<file path="config.mk">
export PLATFORM = sky130hd
export DESIGN_NAME = bus_cmd_ctrl
export DESIGN_NICKNAME = d
export VERILOG_FILES = /design/src/rtl/buscmd_pkg.sv /design/src/rtl/buscmd_seq.sv /design/src/rtl/buscmd_gate.sv /design/src/rtl/buscmd_drv.sv /design/src/rtl/bus_cmd_ctrl.sv
export SDC_FILE = /design/constraint.sdc
export NUM_CORES = 1
export LEC_CHECK = 0
export CORE_MARGIN = 3
export CORE_UTILIZATION = 40
export DETAILED_ROUTE_END_ITERATION = 10
export GPL_ROUTABILITY_DRIVEN = 0
export PLACE_DENSITY = 0.72
export SYNTH_ARGS = -nofsm -noshare
export SYNTH_HDL_FRONTEND = slang
export SYNTH_SLANG_ARGS = --single-unit
</file>
<file path="constraint.sdc">
create_clock -name clk -period 1.3 [get_ports clk]
set_input_delay 0.26 -clock clk [delete_from_list [all_inputs] [get_ports clk]]
set_output_delay 0.26 -clock clk [all_outputs]
set_load 0.02 [all_outputs]
</file>
<file path="src/rtl/buscmd_pkg.sv">
// Shared types and constants for the local-bus command sequencer.
// Assumes the status pair is presented as {s1_n, s0_n}.
package buscmd_pkg;
    localparam int STAT_W   = 2;
    localparam int N_STROBE = 4;
    localparam int SEL_W    = $clog2(N_STROBE);

    localparam logic [STAT_W-1:0] STAT_NONE = 2'b11;
    localparam logic [STAT_W-1:0] STAT_RD   = 2'b01;
    localparam logic [STAT_W-1:0] STAT_WR   = 2'b10;

    typedef enum logic [1:0] {
        PH_IDLE = 2'd0,
        PH_STAT = 2'd1,
        PH_CMD1 = 2'd2,
        PH_CMD2 = 2'd3
    } bus_ph_t;

    typedef enum logic [1:0] {
        CY_NONE  = 2'd0,
        CY_READ  = 2'd1,
        CY_WRITE = 2'd2
    } cyc_kind_t;

    // Map a status code to the kind of cycle it starts.
    function automatic cyc_kind_t decode_stat(input logic [STAT_W-1:0] s);
        case (s)
            STAT_RD: decode_stat = CY_READ;
            STAT_WR: decode_stat = CY_WRITE;
            default: decode_stat = CY_NONE;
        endcase
    endfunction
endpackage

</file>
<file path="src/rtl/buscmd_seq.sv">
// Bus state sequencer: tracks idle, status and the two clocks of each
// command state, latches cycle kind and space at the start edge, and
// flags the start and ending edges. Assumes ready_n is synchronous.
module buscmd_seq
    import buscmd_pkg::*;
(
    input  logic              clk,
    input  logic              rst_n,
    input  logic [STAT_W-1:0] stat_n,
    input  logic              io_sel,
    input  logic              ready_n,
    output bus_ph_t           phase,
    output cyc_kind_t         kind,
    output cyc_kind_t         kind_nxt,
    output logic              is_io,
    output logic              start,
    output logic              finish
);
    bus_ph_t phase_nxt;

    // Edge qualifiers: cycle end and cycle start for this edge.
    always_comb begin
        finish   = (phase == PH_CMD2) && !ready_n;
        start    = ((phase == PH_IDLE) || finish) && (stat_n != STAT_NONE);
        kind_nxt = start ? decode_stat(stat_n) : kind;
    end

    // Next bus phase.
    always_comb begin
        case (phase)
            PH_IDLE: phase_nxt = start ? PH_STAT : PH_IDLE;
            PH_STAT: phase_nxt = PH_CMD1;
            PH_CMD1: phase_nxt = PH_CMD2;
            default: phase_nxt = !ready_n ? (start ? PH_STAT : PH_IDLE) : PH_CMD1;
        endcase
    end

    // Phase register and per-cycle latches.
    always_ff @(posedge clk) begin
        if (!rst_n) begin
            phase <= PH_IDLE;
            kind  <= CY_NONE;
            is_io <= 1'b0;
        end else begin
            phase <= phase_nxt;
            kind  <= kind_nxt;
            if (start) is_io <= io_sel;
        end
    end
endmodule

</file>
<file path="src/rtl/buscmd_gate.sv">
// Command release gate: samples cmd_hold from the edge ending the status
// state onward, remembers the release for the rest of the cycle, and
// applies the mode-1 hold-off at the status-to-command edge.
module buscmd_gate
    import buscmd_pkg::*;
(
    input  logic    clk,
    input  logic    rst_n,
    input  bus_ph_t phase,
    input  logic    start,
    input  logic    finish,
    input  logic    cmd_hold,
    input  logic    strap_mb,
    output logic    go_nxt
);
    logic released;
    logic in_cyc;
    logic rel_nxt;

    // Release decision for the clock after this edge.
    always_comb begin
        in_cyc  = (phase != PH_IDLE) && !finish;
        rel_nxt = !start && in_cyc && (released || !cmd_hold);
        go_nxt  = rel_nxt && !(strap_mb && (phase == PH_STAT));
    end

    // Sticky release flag, cleared at every cycle boundary.
    always_ff @(posedge clk) begin
        if (!rst_n) released <= 1'b0;
        else        released <= rel_nxt;
    end
endmodule

</file>
<file path="src/rtl/buscmd_drv.sv">
// Output drivers: one registered active-low strobe per command, data
// enable with the strobe, and direction set at the start edge and
// released at the ending edge.
module buscmd_drv
    import buscmd_pkg::*;
(
    input  logic                clk,
    input  logic                rst_n,
    input  logic                go_nxt,
    input  logic                start,
    input  logic                finish,
    input  cyc_kind_t           kind,
    input  cyc_kind_t           kind_nxt,
    input  logic                is_io,
    output logic [N_STROBE-1:0] strb_n,
    output logic                den,
    output logic                dt_r
);
    logic             live;
    logic [SEL_W-1:0] sel;

    // Strobe index: bit 1 space, bit 0 write.
    always_comb begin
        live = go_nxt && (kind != CY_NONE);
        sel  = {is_io, kind == CY_WRITE};
    end

    for (genvar i = 0; i < N_STROBE; i++) begin : g_strb
        // One strobe register, low only when its index is selected.
        always_ff @(posedge clk) begin
            if (!rst_n) strb_n[i] <= 1'b1;
            else        strb_n[i] <= !(live && (sel == SEL_W'(i)));
        end
    end

    // Data enable follows the live strobe.
    always_ff @(posedge clk) begin
        if (!rst_n) den <= 1'b0;
        else        den <= live;
    end

    // Direction set at start and released at the end.
    always_ff @(posedge clk) begin
        if (!rst_n)      dt_r <= 1'b1;
        else if (start)  dt_r <= (kind_nxt != CY_READ);
        else if (finish) dt_r <= 1'b1;
    end
endmodule

</file>
<file path="src/rtl/bus_cmd_ctrl.sv">
// Top of the local-bus command sequencer. Connects the phase sequencer,
// the command release gate and the output drivers. Assumes all inputs
// are synchronous to clk.
module bus_cmd_ctrl
    import buscmd_pkg::*;
(
    input  logic clk,
    input  logic rst_n,
    input  logic s1_n,
    input  logic s0_n,
    input  logic io_sel,
    input  logic ready_n,
    input  logic cmd_hold,
    input  logic strap_mb,
    output logic mem_rd_n,
    output logic mem_wr_n,
    output logic io_rd_n,
    output logic io_wr_n,
    output logic den,
    output logic dt_r
);
    bus_ph_t             phase_w;
    cyc_kind_t           kind_w;
    cyc_kind_t           kind_nxt_w;
    logic                is_io_w;
    logic                start_w;
    logic                finish_w;
    logic                go_w;
    logic [N_STROBE-1:0] strb_w;

    buscmd_seq u_seq (
        .clk      (clk),
        .rst_n    (rst_n),
        .stat_n   ({s1_n, s0_n}),
        .io_sel   (io_sel),
        .ready_n  (ready_n),
        .phase    (phase_w),
        .kind     (kind_w),
        .kind_nxt (kind_nxt_w),
        .is_io    (is_io_w),
        .start    (start_w),
        .finish   (finish_w)
    );

    buscmd_gate u_gate (
        .clk      (clk),
        .rst_n    (rst_n),
        .phase    (phase_w),
        .start    (start_w),
        .finish   (finish_w),
        .cmd_hold (cmd_hold),
        .strap_mb (strap_mb),
        .go_nxt   (go_w)
    );

    buscmd_drv u_drv (
        .clk      (clk),
        .rst_n    (rst_n),
        .go_nxt   (go_w),
        .start    (start_w),
        .finish   (finish_w),
        .kind     (kind_w),
        .kind_nxt (kind_nxt_w),
        .is_io    (is_io_w),
        .strb_n   (strb_w),
        .den      (den),
        .dt_r     (dt_r)
    );

    assign mem_rd_n = strb_w[0];
    assign mem_wr_n = strb_w[1];
    assign io_rd_n  = strb_w[2];
    assign io_wr_n  = strb_w[3];
endmodule

</file>
==> impl_results.md, run 1 <==
* Final HPWL DP at 795.1 µm
* Net Count, Synth at 63
* Setup Skew at 0.0006429 ns
* Pre-antenna DRT Iters at 4
* Yosys cell types at 21
* Core area at 1171 µm²
* Worst Setup SP: u_seq.phase[0]$_SDFF_PN0_
* Synth warnings at 0
* Post-synth top area cell: dfxtp_1
* CTS Buf Count at 3
* Die width at 42.38 µm
* Avg WL per Cell at 11.67 µm
* Crit Path Category: reg2reg
* Synthesis-stage register bit count at 12
* Worst stage delay on the critical path at 0.41 ns
* Layout area overhead at 55.56%
* Post-synthesis sequential area ratio at 0.4539
* Crit path arrival time at 1.55 ns
* Worst Setup End Kind: flop
* # clock sinks at 12
* Largest cells by area after synthesis: dfxtp_1 45%, ha_1 12%, a2111oi_4 5.2%
* Failing checks: negative setup slack
* Nets@finish at 91
* RSZ-0062 raised after global routing: yes
* Cell chain of the critical path: ha_4 > and2b_2 > a2111oi_4 > nand4_1
* Rows at 12
* Slew margin rel. at 0.7247
* Hold/Removal Path Class: reg2reg
* Leakage at 0.3486 nW
* IR drop worst, VDD at 1.187 mV
* Initial core utilization at 0.4519
* Syn Area/Cell at 10.59 µm²
* Pin count of the biggest net entering global routing at 8
* Die Y at 42.38 µm
* Most common cell in the netlist: dfxtp_1
* Final hold vios at 0
* Post-route setup slack at -0.1168 ns
* Detailed Route WL at 1062 µm
* Crit start category: flop
* Final setup viols at 5
* Synth Instances at 50
* Max-slew violation count at 0
* Async set-reset flop share out of synthesis at 0
* Maximum operating frequency at 705.8 MHz
* Synth Flop Type: dfxtp_1
* Clk pin slew, worst setup/hold paths at 0.08 ns
* Maxcap violations at 0
* Port bufs at 13
* Tmin final at 1.417 ns
* Initial drt markers at 7
* Worst-margin pin slew at 0.4130 ns
* Initial antenna violation count at 0
* Number of synthesized flops with an enable pin at 0
* Total Power at 1.446 mW
* Hold Crit Start: u_seq.kind[0]$_SDFF_PN0_
* Finished Cell Area at 823.3 µm²
* CTS tree: built
* DR vias at 463
* Worst skew pair latency at 0.27 ns
* R2R Path Start: u_seq.phase[0]$_SDFF_PN0_
* Sum Neg Setup Slack at -0.5259 ns
* Total congestion overflow at 0
* Placed Area at 757.0 µm²
* Final period utilization at 1.090
* CTS HTree Levels at 1
* CTS Hold Buffers Added at 0
* Final Util at 0.7030
* Slowest cell on crit path: a2111oi_4
* FF/Latch Area at 242.7 µm²
* Fill cell count at 100
* Die area at 1796 µm²
* First-pass GRT wire length at 1780 µm
* Mapped Area at 529.3 µm²
* Area of the multi-input gates at 306.5 µm²
* Clock Path Buffers at 2
* Commonest cells in the netlist: 12 x dfxtp_1, 5 x ha_1, 5 x inv_1
* Worst EP required at 1.43 ns
* Post-synth top area share at 0.4539
* Aggregate global-route resource usage at 0.1346
* Status: finished, violations left
* Vias in the first global route at 432
* Remaining antenna violation count at 0
* Share of cells above drive strength 1 at 0.3247
* Worst-path maximum fanout at 6
* Post-route DRC violation count at 0
* Clock root buffer: clkbuf_4
* # IOs at 14
* Ant diodes at 0
* PD cells at 1756 nW/µm²
* Vias per inst at 5.088
stage by stage:
step | hold WS (ns) | instances | setup slack (ns)
final | 0.4684 | 91 | -0.1168
after global routing | 0.5031 | 91 | -0.2389
after CTS | 0.4755 | 91 | -0.1221
after detailed placement | 0.4549 | 87 | -0.4159
after global placement | 0.4415 | 87 | -0.3528
after floorplan | 0.3679 | 50 | -0.02229
per-layer routing:
metal,vias to the layer above,global-route usage,share of wire
met5,-,0,0
met4,0,0.04969,0.0075
met3,2,0.07296,0.080
met2,18,0.2128,0.49
met1,206,0.1510,0.42
li1,237,-,-
final timing paths:
check	cells past startpoint	slack, ns	to
min	1	0.47	u_drv.strb_n[2]$_SDFF_PN1_
max	4	-0.12	u_drv.strb_n[3]$_SDFF_PN1_
min reg2reg	1	0.47	u_drv.strb_n[2]$_SDFF_PN1_
max reg2reg	4	-0.12	u_drv.strb_n[3]$_SDFF_PN1_
cells by family after synthesis:
family          count (synthesis)  synth area share
compound gates                 11            0.1962
fa+ha+maj                       5            0.1182
buf+inv                         6           0.04255
flops                          12            0.4539
mux                             2           0.03783
simple gates                   14            0.1513
critical path: cells and delay by family, from the launching register on:
kind | cells | cell delay (ns)
fa+ha+maj | 1 | 0.16
compound gates | 1 | 0.41
flops | 1 | 0.35
simple gates | 2 | 0.36
cell usage in the layout, fill, tap and decap left out:
cell and n:
a31oi_1 1, dfxtp_2 2, ha_4 2, mux2i_1 2, dlygate4sd2_1 6, buf_4 10
nor2_1 1, and2b_2 1, dfxtp_1 10, nand3b_1 1, a21oi_1 3, clkbuf_4 3
ha_1 3, clkdlybuf4s50_1 7, nor2_2 1, nand2_1 4, o32ai_1 1, a2111oi_0 1
o21ai_4 1, o211a_1 1, inv_2 1, nor2b_1 1, inv_1 5, nand4_1 2
nand2b_1 1, a2111oi_4 1, o221a_2 2, nand4b_1 2, clkbuf_8 1
power by group:
group / switching, mW / total [mW] / internal [mW]
Combinational: 0.300 / 0.626 / 0.325
Clock: 0.128 / 0.298 / 0.170
Sequential: 0.0708 / 0.522 / 0.451
state kept, by name, indices dropped and copies added, names as in the netlist:
| name | cells |
|---|---|
| u_seq.is_io | 1 |
| u_drv.dt_r | 1 |
| u_seq.kind | 2 |
| u_drv.strb_n | 4 |
| u_seq.phase | 2 |
| u_gate.released | 1 |
| u_drv.den | 1 |
cell type report:
cell class	count	area share
timing repair buffer	23	0.2401
inverter	6	0.02736
sequential	12	0.2948
clock buffer	4	0.04407
multi-input combinational	32	0.3723
tap	14	0.02128
repair_timing:
action                     4_1_cts  5_1_grt
cloned                           0        0
resized for setup                9        4
setup endpoints to repair       14       11
pin swaps                        2        0
buffers inserted                 0        0
Power figures use the tool's default switching activity.
==> run 2, diff against run 1 <==
PLACE_DENSITY = 0.73   (was 0.72)
SLEW_MARGIN = 15   (was default)
==> run 2 against run 1 <==
Against the previous run: the flow still finishes with violations (negative setup slack); die area did not move; non-clock buffer count rose by 1; critical path type unchanged; largest power group unchanged; worst setup slack got worse by 0.0087 ns; cell area rose by 0.91%; worst hold slack improved by 0.0011 ns; sequential power barely moved; clock power barely moved; flip-flop and latch count did not move; utilization rose by 0.64 points; maximum frequency fell by 0.61%.
==> impl_results.md, run 2 (synthesis gave the netlist of run 1 again) <==
* Status: finished, violations left
* Failing checks: negative setup slack
* Crit path max-delay family: compound AO/OA/AOI/OAI gates
* Final hold vios at 0
* Clock root buffer: clkbuf_4
* Post-route DRC violation count at 0
* Final HPWL DP at 806.4 µm
* Global route hottest layer: met2
* Die Y at 42.38 µm
* Die width at 42.38 µm
* Met2 GRT Util at 0.2188
* Initial antenna violation count at 0
* # clock sinks at 12
* Worst Path Buf+Inv at 0
* Hold Crit Start: u_seq.is_io$_SDFFE_PN0N_
* Maximum operating frequency at 701.5 MHz
* Hold/Removal Path Class: reg2reg
* Leakage at 0.3482 nW
* Avg WL per Cell at 11.76 µm
* Worst stage delay on the critical path at 0.41 ns
* Worst EP required at 1.43 ns
* Setup WS pre-CTS at -0.4126 ns
* Area of the multi-input gates at 306.5 µm²
* IR drop worst, VDD at 0.9595 mV
* Max reg flops at 4
* GRT met1 Usage at 0.1506
* CTS tree: built
* RSZ-0062 raised after global routing: yes
* Aggregate global-route resource usage at 0.1336
* First-pass GRT wire length at 1800 µm
* Worst skew pair latency at 0.27 ns
* Pre-antenna DRT Iters at 4
* Setup Skew at 0.001527 ns
* Hold slack at 0.4696 ns
* Remaining antenna violation count at 0
* Core area at 1171 µm²
* Vias per inst at 5.152
* Max-slew violation count at 0
* Initial core utilization at 0.4519
* Crit path arrival time at 1.56 ns
* Crit start category: flop
* Largest Register: u_drv.strb_n
* # IOs at 14
* Crit Path Category: reg2reg
* Pin count of the biggest net entering global routing at 8
* Worst-path maximum fanout at 6
* Die area at 1796 µm²
* Initial drt markers at 5
* CTS Buf Count at 3
* Worst Setup SP: u_seq.phase[0]$_SDFF_PN0_
* Clk pin slew, worst setup/hold paths at 0.08 ns
* Worst Setup End Kind: flop
* Slowest cell on crit path: a2111oi_4
* Slew margin rel. at 0.7271
* Total congestion overflow at 0
* Port bufs at 13
* Final period utilization at 1.097
* DR vias at 474
* Cell chain of the critical path: ha_4 > and2b_2 > a2111oi_4 > nand4_1
* Post-route setup slack at -0.1255 ns
* Worst-margin pin slew at 0.4094 ns
* R2R Path Start: u_seq.phase[0]$_SDFF_PN0_
* GR Util met3 at 0.06867
* PD cells at 1749 nW/µm²
* CTS HTree Levels at 1
* Largest regs: u_drv.strb_n (4), u_seq.kind (2), u_seq.phase (2)
* Share of cells above drive strength 1 at 0.3333
* Most common cell after layout, fill and taps aside: buf_4
* Vias in the first global route at 449
* FF/Latch Area at 242.7 µm²
* Maxcap violations at 0
* Commonest cells after routing, fill and taps aside: 11 x buf_4, 10 x dfxtp_1, 7 x clkdlybuf4s50_1, 6 x dlygate4sd2_1, 5 x inv_1
* Final setup viols at 5
* CTS Hold Buffers Added at 0
* Rows at 12
* Tmin final at 1.425 ns
* Ant diodes at 0
* Clock Path Buffers at 2
* Detailed Route WL at 1082 µm
* Nets@finish at 92
* Fill cell count at 103
* Layout area overhead at 56.97%
==> run 2: cell count changes in the layout (fill, tap and decap cells not counted) <==
cell,previous run,this run
buf_4,10,11
==> run 2: through the flow <==
| step | util | power (mW) | cells | TNS [ns] | instance area (µm²) |
|---|---|---|---|---|---|
| after floorplan | - | 0.8266 | 50 | -0.09055 | 534.3 |
| after CTS | 0.6806 | 1.352 | 92 | -0.6032 | 797.0 |
| after global routing | 0.7094 | 1.560 | 92 | -1.301 | 830.8 |
| after detailed placement | 0.6464 | 1.045 | 87 | -3.570 | 757.0 |
| after global placement | 0.6464 | 1.034 | 87 | -3.088 | 757.0 |
| final | 0.7094 | 1.453 | 92 | -0.5530 | 830.8 |
==> run 2: worst reg2reg max path, cell delays in order, from the launching register on <==
cell	delay [ns]
dfxtp_2	0.35
ha_4	0.16
and2b_2	0.22
a2111oi_4	0.41
nand4_1	0.15
==> run 2: worst paths after layout <==
check | end | slack [ns] | depth (start not counted)
worst min register to register | u_drv.strb_n[2]$_SDFF_PN1_ | 0.47 | 1
worst max register to register | u_drv.strb_n[3]$_SDFF_PN1_ | -0.13 | 4
worst max-delay path | u_drv.strb_n[3]$_SDFF_PN1_ | -0.13 | 4
worst min-delay path | u_drv.strb_n[2]$_SDFF_PN1_ | 0.47 | 1
==> run 2: where the power goes <==
group / total, mW / internal, mW / switching, mW
registers: 0.521 / 0.451 / 0.0698
clock network: 0.296 / 0.170 / 0.125
logic: 0.636 / 0.338 / 0.298
total: 1.45 / 0.959 / 0.494
==> run 2: layout make-up <==
type,instances,area share
flip-flops and latches,12,0.2922
well taps,14,0.02108
inverters,6,0.02711
clock buffers,4,0.04367
multi-input cells,32,0.3690
repair buffers,24,0.2470
==> run 2: repair_timing <==
item,4_1_cts,5_1_grt
endpoints found under the setup margin,14,11
setup buffers,1,0
pin swaps,3,4
resized for setup,7,6
gates cloned,0,0
==> run 2: per-layer routing <==
metal | routed length (µm) | share of wire | up-vias
li1 | - | - | 236
met1 | 441 | 0.41 | 219
met2 | 551 | 0.51 | 15
met3 | 76 | 0.070 | 4
met4 | 13 | 0.012 | 0
met5 | 0 | 0 | -
